## config.mk

```make
export PLATFORM = sky130hd
export DESIGN_NAME = dual_pc_fetch
export DESIGN_NICKNAME = d
export VERILOG_FILES = /design/src/rtl/dpc_pkg.sv /design/src/rtl/dpc_mode_ctl.sv /design/src/rtl/dpc_lane_next.sv /design/src/rtl/dpc_thread_map.sv /design/src/rtl/dual_pc_fetch.sv
export SDC_FILE = /design/constraint.sdc
export NUM_CORES = 1
export LEC_CHECK = 0
export ABC_AREA = 0
export BUFFER_PORTS_ARGS = -buffer_cell sky130_fd_sc_hd__buf_2
export CELL_PAD_IN_SITES_DETAIL_PLACEMENT = 0
export CELL_PAD_IN_SITES_GLOBAL_PLACEMENT = 1
export CORE_MARGIN = 4
export CORE_UTILIZATION = 23
export CTS_CLUSTER_SIZE = 8
export DETAILED_ROUTE_END_ITERATION = 10
export PLACE_DENSITY = 0.52
export SLEW_MARGIN = 20
export SYNTH_ARGS = -nofsm -noshare
export SYNTH_HDL_FRONTEND = slang
export SYNTH_SLANG_ARGS = --single-unit
```

## constraint.sdc

```tcl
create_clock -name clk -period 6.1 [get_ports clk]
set_input_delay 1.83 -clock clk [delete_from_list [all_inputs] [get_ports clk]]
set_output_delay 1.83 -clock clk [all_outputs]
set_load 0.005 [all_outputs]
```

## src/rtl/dpc_pkg.sv

```systemverilog
// Package: shared types for the dual program counter fetch unit.
// Assumes: two fetch lanes and at most two hardware threads.
package dpc_pkg;

    // Fetch mode: one thread over both lanes, or one thread per lane.
    typedef enum logic {
        MODE_LOCKSTEP = 1'b0,
        MODE_DUAL     = 1'b1
    } fetch_mode_e;

    // Hardware thread number.
    typedef logic thread_id_t;

    localparam int NUM_LANES = 2;

endpackage

```

## src/rtl/dpc_mode_ctl.sv

```systemverilog
// Module: mode register. Takes the requested mode only on unstalled cycles,
// so no fetch slot is lost while the lanes change meaning.
// Assumes: stall is a registered-clean signal for the current cycle.
module dpc_mode_ctl
    import dpc_pkg::*;
(
    input  logic        clk,
    input  logic        rst_n,
    input  logic        mode_req,
    input  logic        stall,
    output fetch_mode_e mode_q,
    output fetch_mode_e mode_d
);

    // Next mode: hold during a stall, else follow the request.
    always_comb begin
        mode_d = stall ? mode_q : fetch_mode_e'(mode_req);
    end

    // Mode register with synchronous reset to lockstep.
    always_ff @(posedge clk) begin
        if (!rst_n) mode_q <= MODE_LOCKSTEP;
        else        mode_q <= mode_d;
    end

    AST_MODE_STALL_HOLD: assert property (@(posedge clk) disable iff (!rst_n)
        stall |=> $stable(mode_q));

    AST_MODE_FOLLOWS_REQ: assert property (@(posedge clk) disable iff (!rst_n)
        !stall |=> (mode_q == fetch_mode_e'($past(mode_req))));

endmodule

```

## src/rtl/dpc_lane_next.sv

```systemverilog
// Module: per-thread next address for two-thread mode. One instance per lane;
// LANE is the thread that owns it.
// Assumes: flush beats branch; branch is dropped on a stall, flush is not.
module dpc_lane_next
    import dpc_pkg::*;
#(
    parameter int PC_W       = 32,
    parameter int INSN_BYTES = 4,
    parameter int LANE       = 0
) (
    input  logic            stall,
    input  logic [PC_W-1:0] pc_q,
    input  logic            br_valid,
    input  thread_id_t      br_tid,
    input  logic [PC_W-1:0] br_target,
    input  logic            flush_valid,
    input  thread_id_t      flush_tid,
    input  logic [PC_W-1:0] flush_target,
    output logic [PC_W-1:0] pc_d
);

    localparam thread_id_t      OWN_TID = thread_id_t'(LANE);
    localparam logic [PC_W-1:0] STEP    = PC_W'(INSN_BYTES);

    logic flush_hit;
    logic br_hit;

    // Decide whether a redirect addresses this thread.
    always_comb begin
        flush_hit = flush_valid && (flush_tid == OWN_TID);
        br_hit    = br_valid && (br_tid == OWN_TID) && !stall;
    end

    // Priority: flush, branch, sequential step, hold.
    always_comb begin
        if (flush_hit)   pc_d = flush_target;
        else if (br_hit) pc_d = br_target;
        else if (!stall) pc_d = pc_q + STEP;
        else             pc_d = pc_q;
    end

endmodule

```

## src/rtl/dpc_thread_map.sv

```systemverilog
// Module: maps the current mode to per-lane thread numbers and register-set
// indices drawn from an even/odd pair.
// Assumes: regset_base names the pair; its bit 0 is overridden.
module dpc_thread_map
    import dpc_pkg::*;
#(
    parameter int RS_W = 4
) (
    input  logic            clk,
    input  logic            rst_n,
    input  fetch_mode_e     mode_q,
    input  logic [RS_W-1:0] regset_base,
    output thread_id_t      lane0_tid,
    output thread_id_t      lane1_tid,
    output logic [RS_W-1:0] lane0_regset,
    output logic [RS_W-1:0] lane1_regset
);

    logic [RS_W-1:0] even_idx;
    logic [RS_W-1:0] odd_idx;

    // Form the even and odd members of the selected pair.
    always_comb begin
        even_idx = regset_base & ~RS_W'(1);
        odd_idx  = regset_base |  RS_W'(1);
    end

    // Lane 1 is thread 1 only in two-thread mode.
    always_comb begin
        lane0_tid    = 1'b0;
        lane1_tid    = (mode_q == MODE_DUAL);
        lane0_regset = even_idx;
        lane1_regset = (mode_q == MODE_DUAL) ? odd_idx : even_idx;
    end

    AST_LANE0_EVEN: assert property (@(posedge clk) disable iff (!rst_n)
        lane0_regset[0] == 1'b0);

    AST_LANE1_ODD: assert property (@(posedge clk) disable iff (!rst_n)
        (mode_q == MODE_DUAL) |-> (lane1_regset[0] && lane1_tid));

endmodule

```

## src/rtl/dual_pc_fetch.sv

```systemverilog
// Module: top of the dual program counter fetch unit. Holds the two counters
// and selects between lockstep and per-thread next addresses.
// Assumes: targets are aligned to INSN_BYTES; RESET_VEC is aligned too.
module dual_pc_fetch
    import dpc_pkg::*;
#(
    parameter int              PC_W       = 32,
    parameter int              INSN_BYTES = 4,
    parameter int              RS_W       = 4,
    parameter logic [PC_W-1:0] RESET_VEC  = 32'h0000_1000
) (
    input  logic            clk,
    input  logic            rst_n,
    input  logic            smt_req,
    input  logic            icache_miss,
    input  logic            br_valid,
    input  logic            br_tid,
    input  logic [PC_W-1:0] br_target,
    input  logic            flush_valid,
    input  logic            flush_tid,
    input  logic [PC_W-1:0] flush_target,
    input  logic [RS_W-1:0] regset_base,
    output logic [PC_W-1:0] pc0,
    output logic [PC_W-1:0] pc1,
    output logic            smt_on,
    output logic            lane0_tid,
    output logic            lane1_tid,
    output logic [RS_W-1:0] lane0_regset,
    output logic [RS_W-1:0] lane1_regset
);

    localparam logic [PC_W-1:0] STEP      = PC_W'(INSN_BYTES);
    localparam logic [PC_W-1:0] PAIR_STEP = PC_W'(2 * INSN_BYTES);

    fetch_mode_e     mode_q;
    fetch_mode_e     mode_d;
    logic [PC_W-1:0] pc_q [NUM_LANES];
    logic [PC_W-1:0] lane_d [NUM_LANES];
    logic [PC_W-1:0] lock_d;
    logic [PC_W-1:0] pc0_d;
    logic [PC_W-1:0] pc1_d;

    dpc_mode_ctl u_mode (
        .clk      (clk),
        .rst_n    (rst_n),
        .mode_req (smt_req),
        .stall    (icache_miss),
        .mode_q   (mode_q),
        .mode_d   (mode_d)
    );

    // One independent next-address unit per thread lane.
    for (genvar g = 0; g < NUM_LANES; g++) begin : g_lane
        dpc_lane_next #(
            .PC_W       (PC_W),
            .INSN_BYTES (INSN_BYTES),
            .LANE       (g)
        ) u_next (
            .stall        (icache_miss),
            .pc_q         (pc_q[g]),
            .br_valid     (br_valid),
            .br_tid       (br_tid),
            .br_target    (br_target),
            .flush_valid  (flush_valid),
            .flush_tid    (flush_tid),
            .flush_target (flush_target),
            .pc_d         (lane_d[g])
        );
    end

    // Lockstep next address for lane 0: redirects ignore the thread tag.
    always_comb begin
        if (flush_valid)                  lock_d = flush_target;
        else if (br_valid && !icache_miss) lock_d = br_target;
        else if (!icache_miss)             lock_d = pc_q[0] + PAIR_STEP;
        else                               lock_d = pc_q[0];
    end

    // Select per current mode; lane 1 tracks lane 0 unless dual on both sides.
    always_comb begin
        pc0_d = (mode_q == MODE_DUAL) ? lane_d[0] : lock_d;
        if (mode_q == MODE_DUAL && mode_d == MODE_DUAL) pc1_d = lane_d[1];
        else                                            pc1_d = pc0_d + STEP;
    end

    // Counter registers with synchronous reset to the reset vector pair.
    always_ff @(posedge clk) begin
        if (!rst_n) begin
            pc_q[0] <= RESET_VEC;
            pc_q[1] <= RESET_VEC + STEP;
        end else begin
            pc_q[0] <= pc0_d;
            pc_q[1] <= pc1_d;
        end
    end

    dpc_thread_map #(.RS_W(RS_W)) u_map (
        .clk          (clk),
        .rst_n        (rst_n),
        .mode_q       (mode_q),
        .regset_base  (regset_base),
        .lane0_tid    (lane0_tid),
        .lane1_tid    (lane1_tid),
        .lane0_regset (lane0_regset),
        .lane1_regset (lane1_regset)
    );

    // Drive the output ports from the registers.
    always_comb begin
        pc0    = pc_q[0];
        pc1    = pc_q[1];
        smt_on = (mode_q == MODE_DUAL);
    end

    AST_LOCKSTEP_PAIR: assert property (@(posedge clk) disable iff (!rst_n)
        !smt_on |-> (pc1 == pc0 + STEP));

    AST_STALL_HOLDS_PC: assert property (@(posedge clk) disable iff (!rst_n)
        (icache_miss && !flush_valid) |=> ($stable(pc0) && $stable(pc1)));

    AST_DUAL_STEP0: assert property (@(posedge clk) disable iff (!rst_n)
        (smt_on && !icache_miss && !(flush_valid && !flush_tid)
         && !(br_valid && !br_tid)) |=> (pc0 == $past(pc0) + STEP));

    AST_FLUSH_WINS: assert property (@(posedge clk) disable iff (!rst_n)
        (flush_valid && (!smt_on || !flush_tid)) |=> (pc0 == $past(flush_target)));

    AST_SNAP_BACK: assert property (@(posedge clk) disable iff (!rst_n)
        (smt_on && !icache_miss && !smt_req) |=> (!smt_on && pc1 == pc0 + STEP));

endmodule

```

==> results of run 1 <==
through the flow:
stage          utilization  cell area [um2]  worst slack (ns)  total power [mW]
2_1_floorplan            -             6590             0.897             0.820
6_report             0.287             8040             0.699              1.60
5_1_grt              0.287             8040             0.511              1.69
3_3_place_gp         0.277             7760             0.385              1.07
3_5_place_dp         0.277             7760             0.416              1.06
4_1_cts              0.287             8040             0.768              1.61
routing by layer:
metal | global-route usage | wire length, um
met5 | 0 | 0
met4 | 0.0622 | 732
met3 | 0.0327 | 2110
met2 | 0.316 | 14500
met1 | 0.316 | 16600
worst max-delay path by stage:
stage / cells past startpoint / slack, ns / endpoint / start
after floorplan: 15 / 0.90 / pc_q[0][60] / flush_valid
after global placement: 13 / 0.39 / pc_q[0][63] / icache_miss
after detailed placement: 13 / 0.42 / pc_q[0][63] / icache_miss
after CTS: 13 / 0.77 / pc_q[0][63] / icache_miss
after global routing: 12 / 0.51 / pc_q[0][61] / icache_miss
final: 13 / 0.70 / pc_q[0][63] / icache_miss
cells in the mapped netlist, drive strengths merged (4+ instances only):
cell type  number
dfxtp          65
a21oi          66
a32oi           7
and2           19
a31oi          12
nand2b          9
or3            25
nand4b          5
a211oi         37
nor2b           7
o31ai          10
nand4          23
inv            14
a221oi         13
or4             7
nor3           38
clkbuf         62
and3           15
nand2          78
o211ai         17
xnor2          39
mux2i           8
ha              4
o21ai          71
o31a            4
o221ai          5
a22oi           5
a311oi         10
buf            28
xor2           25
nor2          106
nor4           14
nand3          49
o22ai           8
kinds of logic after synthesis:
| group | Yosys count | share of synthesized area |
|---|---|---|
| other | 1 | 0.000569 |
| buffers and inverters | 105 | 0.0701 |
| adders and majority gates | 4 | 0.00759 |
| xor gates and xnor gates | 64 | 0.0851 |
| muxes | 11 | 0.0173 |
| DFF | 65 | 0.197 |
| and+or+nand+nor | 412 | 0.318 |
| AOI/OAI and AO/OA | 299 | 0.304 |
worst reg2reg max path, stage by stage, from the launching register on:
cell,delay [ns]
dfxtp_1,0.65
ha_1,0.52
nand3_1,0.29
nor4_1,0.56
a211o_1,0.20
nand2_1,0.07
o41ai_2,0.71
nand3_1,0.37
or4b_2,0.70
nor3_1,0.25
xor2_1,0.28
o22ai_1,0.10
sequential cells by signal, summed over array words and instances, names as in the netlist:
name,count
pc_q,64
u_mode.mode_q,1
layout make-up:
type	count	area [um2]	share of cell area
clock inverter	6	58.8	0.00731
clock buffer	10	229	0.0285
inverter	15	56.3	0.00700
tap	378	473	0.0588
sequential	65	1300	0.162
timing repair buffer	190	1080	0.134
multi-input combinational	792	4840	0.602
power groups by stage:
stage	logic, mW	clock network, mW	registers (mW)
after floorplan	0.292	0	0.528
after global placement	0.510	0	0.557
after detailed placement	0.504	0	0.557
after CTS	0.509	0.553	0.548
after global routing	0.561	0.569	0.558
final	0.514	0.543	0.548
==> results.toml, run 1 <==
[cts]
clkTransAtPathRegs_ns = 0.06
cts_repair_resizes = 0
cts-htree-levels = 3
tritoncts.num_buffers = 9
root_buf_cell = "clkbuf_16"
hold_buffers = 0
setup_bufs_post_cts = 0
cts_buffer_depth = 2
cts_num_sinks = 65
cts_tree = "done"
clock_latency_ns = 0.35

[run_status]
status = "finished clean"

[critical_path]
worst_path_largest_cell_delay_ns = 0.71
reg2reg_setup_slack_ns = 1.27
r2r_cells = 11
timing.critical_path.arrival_ns = 5.62
timing.critical_path.cells = "buf_2, buf_4, or3b_1, nand2_1, buf_4, a211o_1, nand2_1, o41ai_2, nand3_1, or4b_2, nor3_1, xor2_1, o22ai_1"
worstSetupStartpointType = "primary input"
r2r_start = "pc_q[0][4]"
worstPathRequired_ns = 6.32
r2r_end = "pc_q[0][63]"
critical_path.n_buffers_inverters = 3
highest_net_fanout_along_the_worst_path = 16
critical-path-slowest-cell = "o41ai_2"
critPathCaptureType = "flop"
critPathTopFamily = "simple AND/OR/NAND/NOR gates"
path_class = "primary input to flop"

[synth]
synth_area_leader_cell = "dfxtp_1"
synth_cell_type_count = 76
synth.yosys.seq_area_share = 0.197
synth.yosys.warnings = 0
synthFlopType = "dfxtp_1"
synth-async-reset-ratio = 0
synth_edf_count = 0
postSynthCellCount = 961
yosys_register_bits = 65
avgSynthCellArea_um2 = 6.86
synth_top_cells_by_area = "dfxtp_1 (20%), nor2_1 (6.0%), o21ai_0 (5.4%)"
synth_top_area_share = 0.197
netlist_area_um2 = 6590

[sta]
final_min_period_over_clock_period = 0.885
relSlewSlack = 0.360
rsz0062_at_grt = "false"
report.final.setup_viol = 0
timing.final.hold_violations = 0
worst_pin_slew_ns = 0.958
holdWs_ns = 0.525
setup_tns_ns = 0
layout_min_cycle_time_ns = 5.40
fin_worst_skew_ns = 0.00993
timing.fmax_mhz = 185
timing_max_transition_violations_final = 0

[global_routing]
first_pass_grt_wire_length_um = 50900
gr-total-overflow = 0
pin_count_of_the_biggest_net_entering_global_routing = 45
grt_antenna_before_repair = 0
grt_usage = 0.213
vias_in_the_first_global_route = 7602

[drt]
avgViaCountPerCell = 5.47
pre_repair_dr_iteration_count = 5
route.vias.total = 7964
detail_route.wl_per_cell_um = 23.3
detail_route.drc_violations = 0
drtAntennaViolNets = 0
drt_iter0_drc = 805
totalWireLength_um = 34000

[pwr]
peakVddDrop_uv = 123
combinationalPowerShare = 0.320
intPower_uw = 989
seqPwrFrac = 0.341
power_per_cell_area_nw_per_um2 = 199
switching_part_of_the_total = 0.384
p_switching_uw = 615
pwr-share-clk = 0.338
leakage_nw = 2.94

[floorplanning]
initial_utilization = 0.235
fp.dieW_um = 177
boundaryPins = 151
core_area_um2 = 28000
die_area_um2 = 31400
core.rowCount = 61
fp.dieH_um = 177

[hold_path]
hp-start = "pc_q[0][44]"
min_delay_path_depth = 2
hold_end = "pc_q[0][44]"
hold_class = "flop to flop"

[finish]
final_cell_mix = "buf_2 (138), nor2_1 (104), nand2_1 (78), o21ai_0 (70), a21oi_1 (66)"
antenna_diode_instance_count = 0
post_layout_nonfiller_instances = 1456
final.fill_count = 3171
drive_gt1_frac = 0.211
layout.nets = 1153
layout_commonest_cell = "buf_2"
area_grow_syn2layout_pct = 22.1

[placed_design]
io_buffers = 138
place.detailed.hpwl_um = 25900
place_congestion = 0.878
place.detailed.instances = 1440

[run]
max-cap-violations = 0
Note: power is estimated with default switching activity, not from simulation.
==> run 2: changes to the inputs <==
--- a/config.mk
+++ b/config.mk
@@ -13,6 +13,7 @@
 export CORE_UTILIZATION = 23
 export CTS_CLUSTER_SIZE = 8
 export DETAILED_ROUTE_END_ITERATION = 10
+export GPL_ROUTABILITY_DRIVEN = 0
 export PLACE_DENSITY = 0.52
 export SLEW_MARGIN = 20
 export SYNTH_ARGS = -nofsm -noshare
==> constraint.sdc (replaced) <==
create_clock -name clk -period 5 [get_ports clk]
set_input_delay 1.5 -clock clk [delete_from_list [all_inputs] [get_ports clk]]
set_output_delay 1.5 -clock clk [all_outputs]
set_load 0.005 [all_outputs]
==> run 2 against run 1 <==
Effect of this change:
- critical path depth is 1 lower
- via count grew 3.0%
- first-iteration DRC count decreased by 8.6%
- non-clock buffer count increased by 53
- critical path type unchanged
- critical endpoint is now pc_q[0][60]
- largest cell class unchanged
==> results.toml, run 2 (synthesis gave the netlist of run 1 again) <==
[sta]
layout_min_cycle_time_ns = 4.63
fin_worst_skew_ns = 0.00836
final_min_period_over_clock_period = 0.926
setup_tns_ns = 0
timing.fmax_mhz = 216
worst_pin_slew_ns = 0.869
report.final.setup_viol = 0
rsz0062_at_grt = "false"
timing_max_transition_violations_final = 0
timing.final.hold_violations = 0
relSlewSlack = 0.415

[critical_path]
worstSetupStartpointType = "primary input"
worstPathRequired_ns = 5.20
timing.critical_path.arrival_ns = 4.83
highest_net_fanout_along_the_worst_path = 12
path_class = "primary input to flop"
critPathCaptureType = "flop"

[floorplanning]
core_area_um2 = 28000
fp.dieH_um = 177
boundaryPins = 151
core.rowCount = 61
initial_utilization = 0.235
die_area_um2 = 31400
fp.dieW_um = 177

[pwr]
leakage_nw = 3.20
post-layout-total-power_mw = 2.03
pwr-share-clk = 0.340
peakVddDrop_uv = 117
p_switching_uw = 760
combinationalPowerShare = 0.335
power_per_cell_area_nw_per_um2 = 240
switching_part_of_the_total = 0.374
intPower_mw = 1.27
seqPwrFrac = 0.326

[finish]
final_cell_mix = "buf_2 (138), nor2_1 (104), buf_4 (104), nand2_1 (78), o21ai_0 (70)"
largestRegisters = "pc_q x64, u_mode.mode_q x1"
antenna_diode_instance_count = 0
drive_gt1_frac = 0.248
final.fill_count = 3101
reg_with_most_ffs = "pc_q"
area_grow_syn2layout_pct = 28.6
layout_commonest_cell = "buf_2"
layout.nets = 1206
largest_register_ff_count = 64

[cts]
cts_repair_resizes = 0
cts_tree = "done"
setup_bufs_post_cts = 0
clock_latency_ns = 0.35
clkTransAtPathRegs_ns = 0.06
tritoncts.num_buffers = 9
cts_num_sinks = 65
hold_buffers = 0
cts-htree-levels = 3
cts_buffer_depth = 2
root_buf_cell = "clkbuf_16"

[hold_path]
hold_class = "flop to flop"

[placed_design]
io_buffers = 138
place.detailed.hpwl_um = 26700

[drt]
totalWireLength_um = 34500
drt_iter0_drc = 736
route.vias.total = 8206
drtAntennaViolNets = 0
detail_route.drc_violations = 0
detail_route.wl_per_cell_um = 22.8
pre_repair_dr_iteration_count = 6
avgViaCountPerCell = 5.44

[global_routing]
vias_in_the_first_global_route = 7772
first_pass_grt_wire_length_um = 51200
pin_count_of_the_biggest_net_entering_global_routing = 46
grt_antenna_before_repair = 0
grt_usage = 0.214
gr-total-overflow = 0

[run]
max-cap-violations = 0

[run_status]
status = "finished clean"
## run 2: layer usage
layer / part of all wire / track usage / routed length (um) / up-vias
li1: - / - / - / 3931
met1: 0.48 / 0.319 / 16600 / 3882
met2: 0.43 / 0.323 / 14800 / 351
met3: 0.071 / 0.0331 / 2430 / 42
met4: 0.020 / 0.0538 / 673 / 0
met5: 0 / 0 / 0 / -
## run 2: final cells by class
| type | instances | area [um2] | share of cell area |
|---|---|---|---|
| timing repair buffer | 243 | 1490 | 0.176 |
| multi-input combinational | 792 | 4840 | 0.572 |
| tap | 378 | 473 | 0.0558 |
| clock buffer | 11 | 253 | 0.0298 |
| inverter | 15 | 56.3 | 0.00665 |
| sequential | 65 | 1300 | 0.154 |
| clock inverter | 5 | 53.8 | 0.00635 |
## run 2: worst paths after layout
path          startpoint          end  slack [ns]  cells after the start
max          icache_miss  pc_q[0][60]        0.37                     12
min          pc_q[0][44]  pc_q[0][44]        0.53                      2
max reg2reg   pc_q[0][3]  pc_q[0][63]        0.87                     11
min reg2reg  pc_q[0][44]  pc_q[0][44]        0.53                      2
## run 2: through the flow
step | hold slack [ns] | utilization | std cells | cell area, um2 | setup WS [ns]
after floorplan | 0.503 | - | 962 | 6590 | 0.127
after global placement | 0.517 | 0.292 | 1493 | 8170 | 0.0227
after detailed placement | 0.532 | 0.292 | 1493 | 8170 | 0.0521
after CTS | 0.542 | 0.302 | 1509 | 8470 | 0.393
after global routing | 0.581 | 0.302 | 1509 | 8470 | 0.175
final | 0.530 | 0.302 | 1509 | 8470 | 0.369
## run 2: critical path: stages
cell	delay, ns
buf_2	0.10
buf_4	0.17
or3b_1	0.49
nand2_1	0.18
nor3_1	0.09
o31ai_1	0.30
nand4b_1	0.24
or4b_2	0.71
or4b_4	0.56
nor3_2	0.15
xor2_1	0.23
a21oi_1	0.10
## run 2: power groups by stage
stage	sequential, mW	combinational, mW	clock (mW)
floorplan	0.644	0.356	0
global placement	0.672	0.673	0
detailed placement	0.672	0.666	0
CTS	0.661	0.672	0.699
global route	0.672	0.736	0.715
finish	0.661	0.679	0.690
